## config.mk

```make
export PLATFORM = sky130hd
export DESIGN_NAME = sram_ctl
export DESIGN_NICKNAME = d
export VERILOG_FILES = /design/src/rtl/sram_ctl_pkg.sv /design/src/rtl/sram_ctl_delay.sv /design/src/rtl/sram_ctl_datapath.sv /design/src/rtl/sram_ctl.sv
export SDC_FILE = /design/constraint.sdc
export NUM_CORES = 1
export LEC_CHECK = 0
export BUFFER_PORTS_ARGS = -buffer_cell sky130_fd_sc_hd__clkbuf_2
export CORE_ASPECT_RATIO = 1.4
export CORE_MARGIN = 5
export CORE_UTILIZATION = 30
export DETAILED_ROUTE_END_ITERATION = 6
export PLACE_DENSITY = 0.56
export SYNTH_ARGS = -nofsm -noshare
export SYNTH_HDL_FRONTEND = slang
export SYNTH_SLANG_ARGS = --single-unit
```

## constraint.sdc

```tcl
create_clock -name clk -period 1.7 [get_ports clk]
set_input_delay 0.34 -clock clk [delete_from_list [all_inputs] [get_ports clk]]
set_output_delay 0.34 -clock clk [all_outputs]
set_load 0.01 [all_outputs]
```

## src/rtl/sram_ctl_pkg.sv

```systemverilog
`timescale 1ns/1ps
// Shared types and constant functions for the SRAM controller.
// Assumes all timing values are given in picoseconds and are non-negative.
package sram_ctl_pkg;

    // Sequencer states of the controller.
    typedef enum logic [2:0] {
        ST_IDLE,   // deselected, accepting requests
        ST_RD,     // read strobes active, waiting for access time
        ST_RREC,   // read recovery to meet the read cycle time
        ST_WTURN,  // waiting for the memory to release the data bus
        ST_WSTB,   // write strobes active
        ST_WREC    // write recovery to meet the write cycle time
    } seq_st_e;

    // Whole clock cycles covering an interval, rounded up, minimum one.
    function automatic int unsigned ceil_cyc(input int unsigned ps, input int unsigned per_ps);
        int unsigned c;
        c = (ps + per_ps - 1) / per_ps;
        if (c < 1) c = 1;
        return c;
    endfunction

    // Larger of two counts.
    function automatic int unsigned max_u(input int unsigned a, input int unsigned b);
        return (a > b) ? a : b;
    endfunction

    // Shortfall of a cycle-time count against an already spent count.
    function automatic int unsigned rest_u(input int unsigned total, input int unsigned spent);
        return (total > spent) ? total - spent : 0;
    endfunction

endpackage

```

## src/rtl/sram_ctl_delay.sv

```systemverilog
`timescale 1ns/1ps
// Loadable down-counter used for every timed interval of the controller.
// A load of N gives N cycles with count N..1, then the count rests at 0.
// Assumes load_val is non-zero whenever load is asserted.
module sram_ctl_delay #(
    parameter int CNT_W = 3
) (
    input  logic             clk,
    input  logic             rst_n,
    input  logic             load,
    input  logic [CNT_W-1:0] load_val,
    output logic [CNT_W-1:0] count
);

    // Load a new interval or count the current one down to zero.
    always_ff @(posedge clk) begin
        if (!rst_n)
            count <= '0;
        else if (load)
            count <= load_val;
        else if (count != '0)
            count <= count - CNT_W'(1);
    end

endmodule

```

## src/rtl/sram_ctl_datapath.sv

```systemverilog
`timescale 1ns/1ps
// Holds the address and write byte of the accepted request, and samples
// read data from the bus at the end of the access window.
// Assumes accept and capture are never high in the same cycle.
module sram_ctl_datapath #(
    parameter int ADDR_W = 13,
    parameter int DATA_W = 8
) (
    input  logic              clk,
    input  logic              rst_n,
    input  logic              accept,
    input  logic [ADDR_W-1:0] req_addr,
    input  logic [DATA_W-1:0] req_wdata,
    input  logic              capture,
    input  logic [DATA_W-1:0] dq_in,
    output logic [ADDR_W-1:0] addr_q,
    output logic [DATA_W-1:0] wdata_q,
    output logic [DATA_W-1:0] rd_data,
    output logic              rd_valid
);

    // Latch the request fields so the memory sees them stable for the whole access.
    always_ff @(posedge clk) begin
        if (!rst_n) begin
            addr_q  <= '0;
            wdata_q <= '0;
        end else if (accept) begin
            addr_q  <= req_addr;
            wdata_q <= req_wdata;
        end
    end

    // Sample the bus at the end of the access window and raise a one-cycle strobe.
    always_ff @(posedge clk) begin
        if (!rst_n) begin
            rd_data  <= '0;
            rd_valid <= 1'b0;
        end else begin
            rd_valid <= capture;
            if (capture)
                rd_data <= dq_in;
        end
    end


    rvalid_pulse_chk: assert property (@(posedge clk) disable iff (!rst_n)
        rd_valid |=> !rd_valid);

endmodule

```

## src/rtl/sram_ctl.sv

```systemverilog
`timescale 1ns/1ps
// Synchronous controller for an external asynchronous 8-bit static RAM.
// Sequences select, output enable and write enable, holds address and data
// stable, turns the data bus around, and samples read data. All intervals
// are rounded up to whole cycles of CLK_PS. One request is in flight at a time.
// Assumes the data-bus pad is outside; dq_in must be a synchronous-safe
// view of the bus at each sampling edge.
module sram_ctl
    import sram_ctl_pkg::*;
#(
    parameter int ADDR_W        = 13,
    parameter int DATA_W        = 8,
    parameter int CLK_PS        = 8000,
    parameter int T_RCYC_PS     = 10000,
    parameter int T_ACC_PS      = 10000,
    parameter int T_OEACC_PS    = 6000,
    parameter int T_WCYC_PS     = 10000,
    parameter int T_ASET_PS     = 9000,
    parameter int T_CSET_PS     = 9000,
    parameter int T_WPLO_PS     = 9000,
    parameter int T_WPHI_PS     = 8000,
    parameter int T_DSET_PS     = 7000,
    parameter int T_OEREL_PS    = 5000,
    parameter int T_WEREL_PS    = 6000,
    parameter bit WRITE_OE_HIGH = 1'b1
) (
    input  logic              clk,
    input  logic              rst_n,
    input  logic              req,
    input  logic              req_wr,
    input  logic [ADDR_W-1:0] req_addr,
    input  logic [DATA_W-1:0] req_wdata,
    output logic              ready,
    output logic [DATA_W-1:0] rd_data,
    output logic              rd_valid,
    output logic              sram_ce_n,
    output logic              sram_oe_n,
    output logic              sram_we_n,
    output logic [ADDR_W-1:0] sram_addr,
    output logic [DATA_W-1:0] sram_dq_out,
    input  logic [DATA_W-1:0] sram_dq_in,
    output logic              sram_dq_oe
);

    // Cycle counts derived from the picosecond timings.
    localparam int unsigned RD_CYC   = max_u(ceil_cyc(T_ACC_PS, CLK_PS), ceil_cyc(T_OEACC_PS, CLK_PS));
    localparam int unsigned RREC_CYC = rest_u(ceil_cyc(T_RCYC_PS, CLK_PS), RD_CYC);
    localparam int unsigned REL_CYC  = ceil_cyc(T_OEREL_PS, CLK_PS);
    localparam int unsigned DRV_DLY  = WRITE_OE_HIGH ? 0 : ceil_cyc(T_WEREL_PS, CLK_PS);
    localparam int unsigned WP_CYC   = WRITE_OE_HIGH ? ceil_cyc(T_WPHI_PS, CLK_PS)
                                                     : ceil_cyc(T_WPLO_PS, CLK_PS);
    localparam int unsigned SETUP_CYC = max_u(ceil_cyc(T_ASET_PS, CLK_PS), ceil_cyc(T_CSET_PS, CLK_PS));
    localparam int unsigned STB_CYC  = max_u(SETUP_CYC, max_u(WP_CYC, DRV_DLY + ceil_cyc(T_DSET_PS, CLK_PS)));
    localparam int unsigned WREC_CYC = rest_u(ceil_cyc(T_WCYC_PS, CLK_PS), STB_CYC);
    localparam int unsigned MAX_CYC  = max_u(max_u(RD_CYC, RREC_CYC), max_u(max_u(STB_CYC, WREC_CYC), REL_CYC));
    localparam int          CNT_W    = $clog2(MAX_CYC + 1);

    localparam logic [CNT_W-1:0] RD_V       = CNT_W'(RD_CYC);
    localparam logic [CNT_W-1:0] RREC_V     = CNT_W'(RREC_CYC);
    localparam logic [CNT_W-1:0] REL_V      = CNT_W'(REL_CYC);
    localparam logic [CNT_W-1:0] STB_V      = CNT_W'(STB_CYC);
    localparam logic [CNT_W-1:0] WREC_V     = CNT_W'(WREC_CYC);
    localparam logic [CNT_W-1:0] DRV_LAST_V = CNT_W'(STB_CYC - DRV_DLY);
    localparam logic [CNT_W-1:0] ONE_V      = CNT_W'(1);

    seq_st_e          st, st_nx;
    logic             accept;
    logic             capture;
    logic             t_load;
    logic [CNT_W-1:0] t_val;
    logic [CNT_W-1:0] t_cnt;
    logic             t_last;
    logic [CNT_W-1:0] rel_cnt;

    // Interval timer for the current phase.
    sram_ctl_delay #(.CNT_W(CNT_W)) u_phase_tmr (
        .clk      (clk),
        .rst_n    (rst_n),
        .load     (t_load),
        .load_val (t_val),
        .count    (t_cnt)
    );

    // Bus release timer, started when output enable rises at the end of a read.
    sram_ctl_delay #(.CNT_W(CNT_W)) u_release_tmr (
        .clk      (clk),
        .rst_n    (rst_n),
        .load     (capture),
        .load_val (REL_V),
        .count    (rel_cnt)
    );

    // Request latching and read sampling.
    sram_ctl_datapath #(.ADDR_W(ADDR_W), .DATA_W(DATA_W)) u_dpath (
        .clk       (clk),
        .rst_n     (rst_n),
        .accept    (accept),
        .req_addr  (req_addr),
        .req_wdata (req_wdata),
        .capture   (capture),
        .dq_in     (sram_dq_in),
        .addr_q    (sram_addr),
        .wdata_q   (sram_dq_out),
        .rd_data   (rd_data),
        .rd_valid  (rd_valid)
    );

    assign t_last  = (t_cnt == ONE_V);
    assign capture = (st == ST_RD) && t_last;

    // Next-state and timer-load decisions of the sequencer.
    always_comb begin
        st_nx  = st;
        t_load = 1'b0;
        t_val  = '0;
        accept = 1'b0;
        unique case (st)
            ST_IDLE: begin
                if (req) begin
                    accept = 1'b1;
                    if (req_wr) begin
                        if (rel_cnt > ONE_V) begin
                            st_nx = ST_WTURN;
                        end else begin
                            st_nx  = ST_WSTB;
                            t_load = 1'b1;
                            t_val  = STB_V;
                        end
                    end else begin
                        st_nx  = ST_RD;
                        t_load = 1'b1;
                        t_val  = RD_V;
                    end
                end
            end
            ST_RD: begin
                if (t_last) begin
                    if (RREC_CYC > 0) begin
                        st_nx  = ST_RREC;
                        t_load = 1'b1;
                        t_val  = RREC_V;
                    end else begin
                        st_nx = ST_IDLE;
                    end
                end
            end
            ST_RREC: begin
                if (t_last) st_nx = ST_IDLE;
            end
            ST_WTURN: begin
                if (rel_cnt <= ONE_V) begin
                    st_nx  = ST_WSTB;
                    t_load = 1'b1;
                    t_val  = STB_V;
                end
            end
            ST_WSTB: begin
                if (t_last) begin
                    if (WREC_CYC > 0) begin
                        st_nx  = ST_WREC;
                        t_load = 1'b1;
                        t_val  = WREC_V;
                    end else begin
                        st_nx = ST_IDLE;
                    end
                end
            end
            ST_WREC: begin
                if (t_last) st_nx = ST_IDLE;
            end
            default: st_nx = ST_IDLE;
        endcase
    end

    // Sequencer state register.
    always_ff @(posedge clk) begin
        if (!rst_n)
            st <= ST_IDLE;
        else
            st <= st_nx;
    end

    // Memory strobes and driver enable decoded from the registered state.
    always_comb begin
        ready      = (st == ST_IDLE);
        sram_ce_n  = !((st == ST_RD) || (st == ST_WSTB));
        sram_we_n  = !(st == ST_WSTB);
        sram_oe_n  = !((st == ST_RD) || ((st == ST_WSTB) && !WRITE_OE_HIGH));
        sram_dq_oe = (st == ST_WSTB) && (t_cnt <= DRV_LAST_V);
    end


    ready_idle_chk: assert property (@(posedge clk) disable iff (!rst_n)
        ready |-> (sram_ce_n && sram_we_n && sram_oe_n && !sram_dq_oe));


    drive_window_chk: assert property (@(posedge clk) disable iff (!rst_n)
        sram_dq_oe |-> (!sram_ce_n && !sram_we_n));


    drive_after_release_chk: assert property (@(posedge clk) disable iff (!rst_n)
        sram_dq_oe |-> (rel_cnt == '0));


    addr_hold_chk: assert property (@(posedge clk) disable iff (!rst_n)
        (!sram_ce_n && !$past(sram_ce_n)) |-> $stable(sram_addr));


    read_encoding_chk: assert property (@(posedge clk) disable iff (!rst_n)
        !sram_oe_n |-> (!sram_ce_n && (sram_we_n || !WRITE_OE_HIGH)));


    no_valid_on_write_chk: assert property (@(posedge clk) disable iff (!rst_n)
        !sram_we_n |=> !rd_valid);

endmodule

```

==> flow_metrics.tcl, run 1 <==
set metrics [dict create \
    status "completed" \
    synth.distinct_cells 32 \
    synth_top_area_cell "dfxtp_1" \
    grt_max_degree 22 \
    diodes 0 \
    reg2reg_from "u_release_tmr.count[1]" \
    postRouteAntennaNets 0 \
    maxCapViolCount 0 \
    tightest_slew_ps 397 \
    ff2ff_path_depth 6 \
    synthesis.nets 211 \
    fin_cells 309 \
    htreeDepth 2 \
    avgRoutedWirePerCell_um 11.6 \
    crit_start "st[0]" \
    min-delay-path-class "in -> reg" \
    end_kind "primary output" \
    dpl.cell_count 301 \
    rr_endpoint "st[2]" \
    nNetsFinal 280 \
    required_ps 1360 \
    hold_depth 2 \
    cts_root_buf "clkbuf_8" \
    post-dp-hpwl_um 2780 \
    port_buffers 67 \
    rsz0062_at_grt "no" \
    drc 0 \
    grt_pass1_vias 1308 \
    cts_buffers 5 \
    gp_congestion 0.827 \
    ir_drop_v 0.000561 \
    slew_violations 0 \
    final_area_mm2 0.00201 \
    finalPower_mw 2.87 \
    p_per_area_mw_per_mm2 1430 \
    fillers 553 \
    clk_path_buf_depth 2 \
    syn_area_per_cell_um2 8.93 \
    pre_cts_slack_ps 198 \
    max_freq_ghz 0.629 \
    setup_tns_ps 0 \
    syn_area_mm2 0.00155 \
    clock_latency_ps 280 \
    slew_headroom 0.735 \
    vias 1374 \
    final_layout_size_suffix_gt1_frac 0.383 \
    synthCells 173 \
    ys_warn_count 0 \
    synthTopCellsByArea "dfxtp_1, nand2_1, a21oi_1" \
    crit_path_start_kind "register" \
    die_h_um 94.9 \
    fp.coreArea_mm2 0.00508 \
    antenna_found_initial 0 \
    clkSinkCount 37 \
    setup_viol 0 \
    dieArea_mm2 0.00671 \
    worst_slack_ps 110 \
    cts_tree "done" \
    initial_core_util 0.304 \
    via_per_inst 4.45 \
    r2r_setup_slack_ps 210 \
    multi_input_area_um2 697 \
    leakage_nw 0.933 \
    synth_top_cell_area_share 0.479 \
    ys_seq_elements 37 \
    drt-initial-drc-count 38 \
    fp-row-count 31 \
    regArea_um2 744 \
    min_period_ps 1590 \
    gr-total-overflow 0 \
    placed_area_mm2 0.00192 \
    hold_viol_final 0 \
    finalCritPeriodShare 0.935 \
    layout_common_cells "clkbuf_2, nand2_1, dfxtp_1" \
    grt_pass1_wl_um 5810 \
    cp_max_fo 7 \
    ioPinCount 68 \
    routed_wl_um 3580 \
    hold_start "sram_dq_in[5]" \
    hold_end "u_dpath.rd_data[5]" \
    cts.hold.buffers_added 0 \
    area_delta_synth_final_pct 30.1 \
    fin_skew_ps 1.82 \
    cp_data_arrival_time_ps 1250 \
    layout_commonest_cell "clkbuf_2" \
    critPathKind "reg -> out" \
    synth_seq_area_share 0.479 \
    fp.dieW_um 70.7 \
    grt_usage 0.110 \
    path_clk_slew_ps 70 \
    detail_route.first_pass.iterations 4 \
]
-- repair_timing --
action | 4_1_cts | 5_1_grt
buffers inserted | 0 | 0
endpoints found under the setup margin | 0 | 2
gates resized for setup | 0 | 4
-- Yosys cell counts (all sizes together) --
library cell,instances
inv,6
dfxtp,37
o21a,1
a221o,1
nor3b,1
clkinv,1
a21o,1
a211oi,1
nand2,48
and3,2
clkbuf,2
o31ai,1
mux2i,1
o21ai,1
buf,9
nor3,3
ha,5
xnor2,3
nand2b,1
a22o,8
and2,2
a31o,1
nand3,4
a211o,1
mux2,1
a21oi,27
nor2,4
-- stage by stage --
stage	util	hold slack, ps
after floorplan	-	450
after global placement	0.378	441
after detailed placement	0.378	447
after CTS	0.394	252
after global routing	0.396	261
final	0.396	266
-- registers in the layout, indices dropped and copies added (netlist names) --
name,cells
u_dpath.addr_q,13
u_dpath.rd_data,8
u_dpath.wdata_q,8
st,3
u_phase_tmr.count,2
u_release_tmr.count,2
u_dpath.rd_valid,1
-- worst max-delay path: stages (launching register included) --
cell      delay (ps)
dfxtp_2          340
buf_4            160
nor2_4           120
nand2_1          110
nor2_1           100
clkbuf_2         130
-- report_power, final --
group | internal, mW | leakage, nW | total (mW) | switching [mW]
Clock | 0.291 | 0.0395 | 0.567 | 0.276
Combinational | 0.510 | 0.589 | 1.14 | 0.630
Sequential | 1.04 | 0.304 | 1.17 | 0.129
-- per-layer routing --
layer	track usage	up-vias	wire (µm)
met5	0	-	0
met4	0.0486	0	79
met3	0.0490	8	349
met2	0.187	47	1770
met1	0.117	606	1380
li1	-	713	-
-- final cells by class --
class	count	area share
multi-input cells	118	0.347
clock buffers	8	0.0398
repair buffers	73	0.189
inverters	7	0.0131
flip-flops and latches	37	0.370
well taps	66	0.0411
-- cells by family after synthesis --
kind of cell | after synthesis | share of synthesized area
AND/OR/NAND/NOR | 65 | 0.186
AO/OA/AOI/OAI | 43 | 0.190
flip-flops | 37 | 0.479
buffers and inverters | 18 | 0.0729
adder cells (fa/ha/maj) | 5 | 0.0405
XOR/XNOR | 3 | 0.0170
multiplexers | 2 | 0.0138
-- worst max path at each step --
stage	depth (start not counted)	slack, ps	end
after floorplan	6	380	u_phase_tmr.count[0]
after global placement	6	170	st[2]
after detailed placement	6	200	st[2]
after CTS	5	20	sram_dq_oe
after global routing	5	10	sram_dq_oe
final	5	110	sram_dq_oe
No activity file was read; power rests on OpenSTA's default activity.
==> run 2: changes to the inputs <==
BUFFER_PORTS_ARGS = -buffer_cell sky130_fd_sc_hd__buf_2   (was -buffer_cell sky130_fd_sc_hd__clkbuf_2)
MAX_ROUTING_LAYER = met4   (was default)
TNS_END_PERCENT = 1   (was default)
==> flow_metrics.tcl, run 2 (same netlist as run 1, synthesis figures left out) <==
set metrics [dict create \
    end_kind "primary output" \
    vias 1389 \
    leakage_nw 0.957 \
    setup_viol 0 \
    busiest_layer "met2" \
    finalCritPeriodShare 0.931 \
    ioPinCount 68 \
    crit_path_start_kind "register" \
    antenna_found_initial 0 \
    via_per_inst 4.51 \
    gr-total-overflow 0 \
    clk_path_buf_depth 2 \
    pre_cts_slack_ps 216 \
    cts_root_buf "clkbuf_8" \
    worst_slack_ps 117 \
    gp_congestion 0.814 \
    cp_top_family "flip-flops" \
    maxCapViolCount 0 \
    cp_max_fo 7 \
    largestRegisters "u_dpath.addr_q x13, u_dpath.rd_data x8, u_dpath.wdata_q x8" \
    max_freq_ghz 0.632 \
    status "completed" \
    cp_data_arrival_time_ps 1240 \
    final_layout_size_suffix_gt1_frac 0.393 \
    path_cells "buf_4, nor2_4, nand2_1, nor2_1, buf_2" \
    cts.hold.buffers_added 0 \
    tightest_slew_ps 393 \
    die_h_um 94.9 \
    port_buffers 67 \
    clock_latency_ps 280 \
    area_delta_synth_final_pct 32.6 \
    min-delay-path-class "in -> reg" \
    postRouteAntennaNets 0 \
    grt_pass1_vias 1339 \
    slew_violations 0 \
    post-dp-hpwl_um 2750 \
    rsz0062_at_grt "no" \
    layout_common_cells "buf_2, nand2_1, dfxtp_1" \
    avgRoutedWirePerCell_um 11.7 \
    fp.dieW_um 70.7 \
    use_met2 0.187 \
    ir_drop_v 0.000702 \
    critPathKind "reg -> out" \
    grt_pass1_wl_um 5920 \
    nNetsFinal 279 \
    fin_skew_ps 6.33 \
    slew_headroom 0.738 \
    layout_commonest_cell "buf_2" \
    grt_usage 0.116 \
    grt_max_degree 23 \
    setup_tns_ps 0 \
    largest_register "u_dpath.addr_q" \
    fin_cells 308 \
    dpl.cell_count 300 \
    dieArea_mm2 0.00671 \
    drc 0 \
    hold_viol_final 0 \
    clkSinkCount 37 \
    drt-initial-drc-count 31 \
    required_ps 1360 \
    routed_wl_um 3620 \
    met3_usage 0.0458 \
    path_clk_slew_ps 70 \
    p_per_area_mw_per_mm2 1510 \
    diodes 0 \
    max_stage_delay_ps 350 \
    use_met1 0.121 \
    slowest_stage "dfxtp_2" \
    htreeDepth 2 \
    cts_tree "done" \
    initial_core_util 0.304 \
    post-route-util 0.403 \
    fp.coreArea_mm2 0.00508 \
    cp_num_buf_inv 2 \
    largest_register_ff_count 13 \
    min_period_ps 1580 \
    cts_buffers 5 \
    fp-row-count 31 \
    detail_route.first_pass.iterations 4 \
]
[run 2: metal layers]
layer	up-vias	wire, µm
met3	10	310
met4	0	117
met5	-	0
li1	712	-
met2	47	1800
met1	620	1390
[run 2: power breakdown]
| part | leakage (nW) | internal [mW] | switching, mW | total, mW |
|---|---|---|---|---|
| Combinational | 0.595 | 0.520 | 0.628 | 1.15 |
| Sequential | 0.304 | 1.04 | 0.130 | 1.17 |
| Clock | 0.0574 | 0.477 | 0.300 | 0.777 |
[run 2: final timing paths]
| kind | startpoint | end | slack (ps) | depth (start not counted) |
|---|---|---|---|---|
| setup reg to reg | u_release_tmr.count[1] | st[2] | 220 | 6 |
| hold reg to reg | u_dpath.addr_q[7] | u_dpath.addr_q[7] | 450 | 2 |
| setup / recovery | st[0] | sram_dq_oe | 120 | 5 |
| hold / removal | sram_dq_in[5] | u_dpath.rd_data[5] | 260 | 2 |
[run 2: metrics by stage]
stage	power [mW]	hold WS, ps	instance area (µm²)
6_report	3.09	262	2050
4_1_cts	3.12	248	2030
2_1_floorplan	2.02	450	1550
3_5_place_dp	2.33	444	1910
5_1_grt	3.33	255	2050
3_3_place_gp	2.32	440	1910
[run 2: what timing repair did]
action	4_1_cts	5_1_grt
setup endpoints to repair	0	3
setup buffers	0	0
gates resized for setup	0	5
[run 2: cell type report]
type                    instances  area [µm²]
clock buffers                   6        82.6
clock inverters                 2        37.5
fillers                       537        3030
inverters                       7        26.3
multi-input cells             118         703
flip-flops and latches         37         744
well taps                      66        82.6
repair buffers                 72         373
==> run 3: changes to the inputs <==
MAX_ROUTING_LAYER = default   (was met4)
==> flow_metrics.tcl, run 3 (same netlist as run 1, synthesis figures left out) <==
set metrics [dict create \
    vias 1388 \
    grt_pass1_vias 1340 \
    gp_congestion 0.802 \
    largestRegisters "u_dpath.addr_q x13, u_dpath.rd_data x8, u_dpath.wdata_q x8" \
    cts_root_buf "clkbuf_8" \
    path_clk_slew_ps 70 \
    slowest_stage "dfxtp_2" \
    fin_skew_ps 6.33 \
    area_delta_synth_final_pct 32.6 \
    cp_num_buf_inv 2 \
    leakage_nw 0.957 \
    drc 0 \
    htreeDepth 2 \
    largest_register "u_dpath.addr_q" \
    end_kind "primary output" \
    gr-total-overflow 0 \
    dieArea_mm2 0.00671 \
    setup_viol 0 \
    finalCritPeriodShare 0.930 \
    postRouteAntennaNets 0 \
    grt_usage 0.113 \
    fp-row-count 31 \
    clock_latency_ps 280 \
    nNetsFinal 279 \
    hold_viol_final 0 \
    layout_commonest_cell "buf_2" \
    maxCapViolCount 0 \
    post-route-util 0.403 \
    slew_violations 0 \
    status "completed" \
    ir_drop_v 0.000702 \
    drt-initial-drc-count 28 \
    initial_core_util 0.304 \
    detail_route.first_pass.iterations 4 \
    min-delay-path-class "in -> reg" \
    final_layout_size_suffix_gt1_frac 0.393 \
    largest_register_ff_count 13 \
    grt_pass1_wl_um 5920 \
    clk_path_buf_depth 2 \
    rsz0062_at_grt "no" \
    setup_tns_ps 0 \
    via_per_inst 4.51 \
    post-dp-hpwl_um 2750 \
    fillers 537 \
    cp_max_fo 7 \
    avgRoutedWirePerCell_um 11.7 \
    fp.coreArea_mm2 0.00508 \
    max_stage_delay_ps 350 \
    crit_path_start_kind "register" \
    antenna_found_initial 0 \
    max_freq_ghz 0.633 \
    p_per_area_mw_per_mm2 1510 \
    required_ps 1360 \
    routed_wl_um 3610 \
    min_period_ps 1580 \
    cp_top_family "flip-flops" \
    port_buffers 67 \
    tightest_slew_ps 393 \
    cts_tree "done" \
    slew_headroom 0.738 \
    grt_max_degree 23 \
    layout_common_cells "buf_2, nand2_1, dfxtp_1" \
    die_h_um 94.9 \
    ioPinCount 68 \
    diodes 0 \
    path_cells "buf_4, nor2_4, nand2_1, nor2_1, buf_2" \
    cp_data_arrival_time_ps 1240 \
    clkSinkCount 37 \
    critPathKind "reg -> out" \
    cts_buffers 5 \
    fp.dieW_um 70.7 \
    post_cts_buffers 0 \
]
## run 3: worst reg2reg max path, cell delays in order (launching register included)
cell,delay (ps)
dfxtp_1,350
inv_1,70
ha_1,190
nand2b_1,200
mux2i_1,200
nand3_1,150
a31o_2,220
## run 3: path summary, 6_finish.rpt
check | startpoint | cells after the start | slack, ps | endpoint
worst min-delay path | sram_dq_in[5] | 2 | 260 | u_dpath.rd_data[5]
worst min register to register | u_dpath.addr_q[7] | 2 | 450 | u_dpath.addr_q[7]
worst max register to register | u_release_tmr.count[1] | 6 | 220 | st[2]
worst max-delay path | st[0] | 5 | 120 | sram_dq_oe
## run 3: final cells by class
type | instances | area [µm²] | share of cell area
clock inverter | 2 | 37.5 | 0.0183
sequential | 37 | 744 | 0.363
multi-input combinational | 118 | 703 | 0.343
tap | 66 | 82.6 | 0.0403
timing repair buffer | 72 | 373 | 0.182
inverter | 7 | 26.3 | 0.0128
clock buffer | 6 | 82.6 | 0.0403
## run 3: repair_timing
action / CTS / global route
resized for setup: 0 / 5
endpoints found under the setup margin: 0 / 3
hold buffers: 0 / 0
## run 3: power breakdown
part,total (mW),leakage [nW],internal [mW],switching (mW)
sequential,1.17,0.304,1.04,0.130
combinational,1.15,0.595,0.520,0.627
clock,0.777,0.0574,0.477,0.300
## run 3: stage by stage
step | instance area [µm²] | cells | hold slack (ps) | setup slack (ps) | total power, mW
6_report | 2050 | 308 | 262 | 119 | 3.09
5_1_grt | 2050 | 308 | 255 | 29.0 | 3.34
4_1_cts | 2030 | 308 | 248 | 27.2 | 3.12
3_5_place_dp | 1910 | 300 | 444 | 216 | 2.33
3_3_place_gp | 1910 | 300 | 440 | 200 | 2.32
2_1_floorplan | 1550 | 173 | 450 | 384 | 2.02
## run 3: layer usage
layer	part of all wire	global-route usage
met1	0.38	0.118
met2	0.50	0.187
met3	0.094	0.0511
met4	0.031	0.0674
met5	0	0
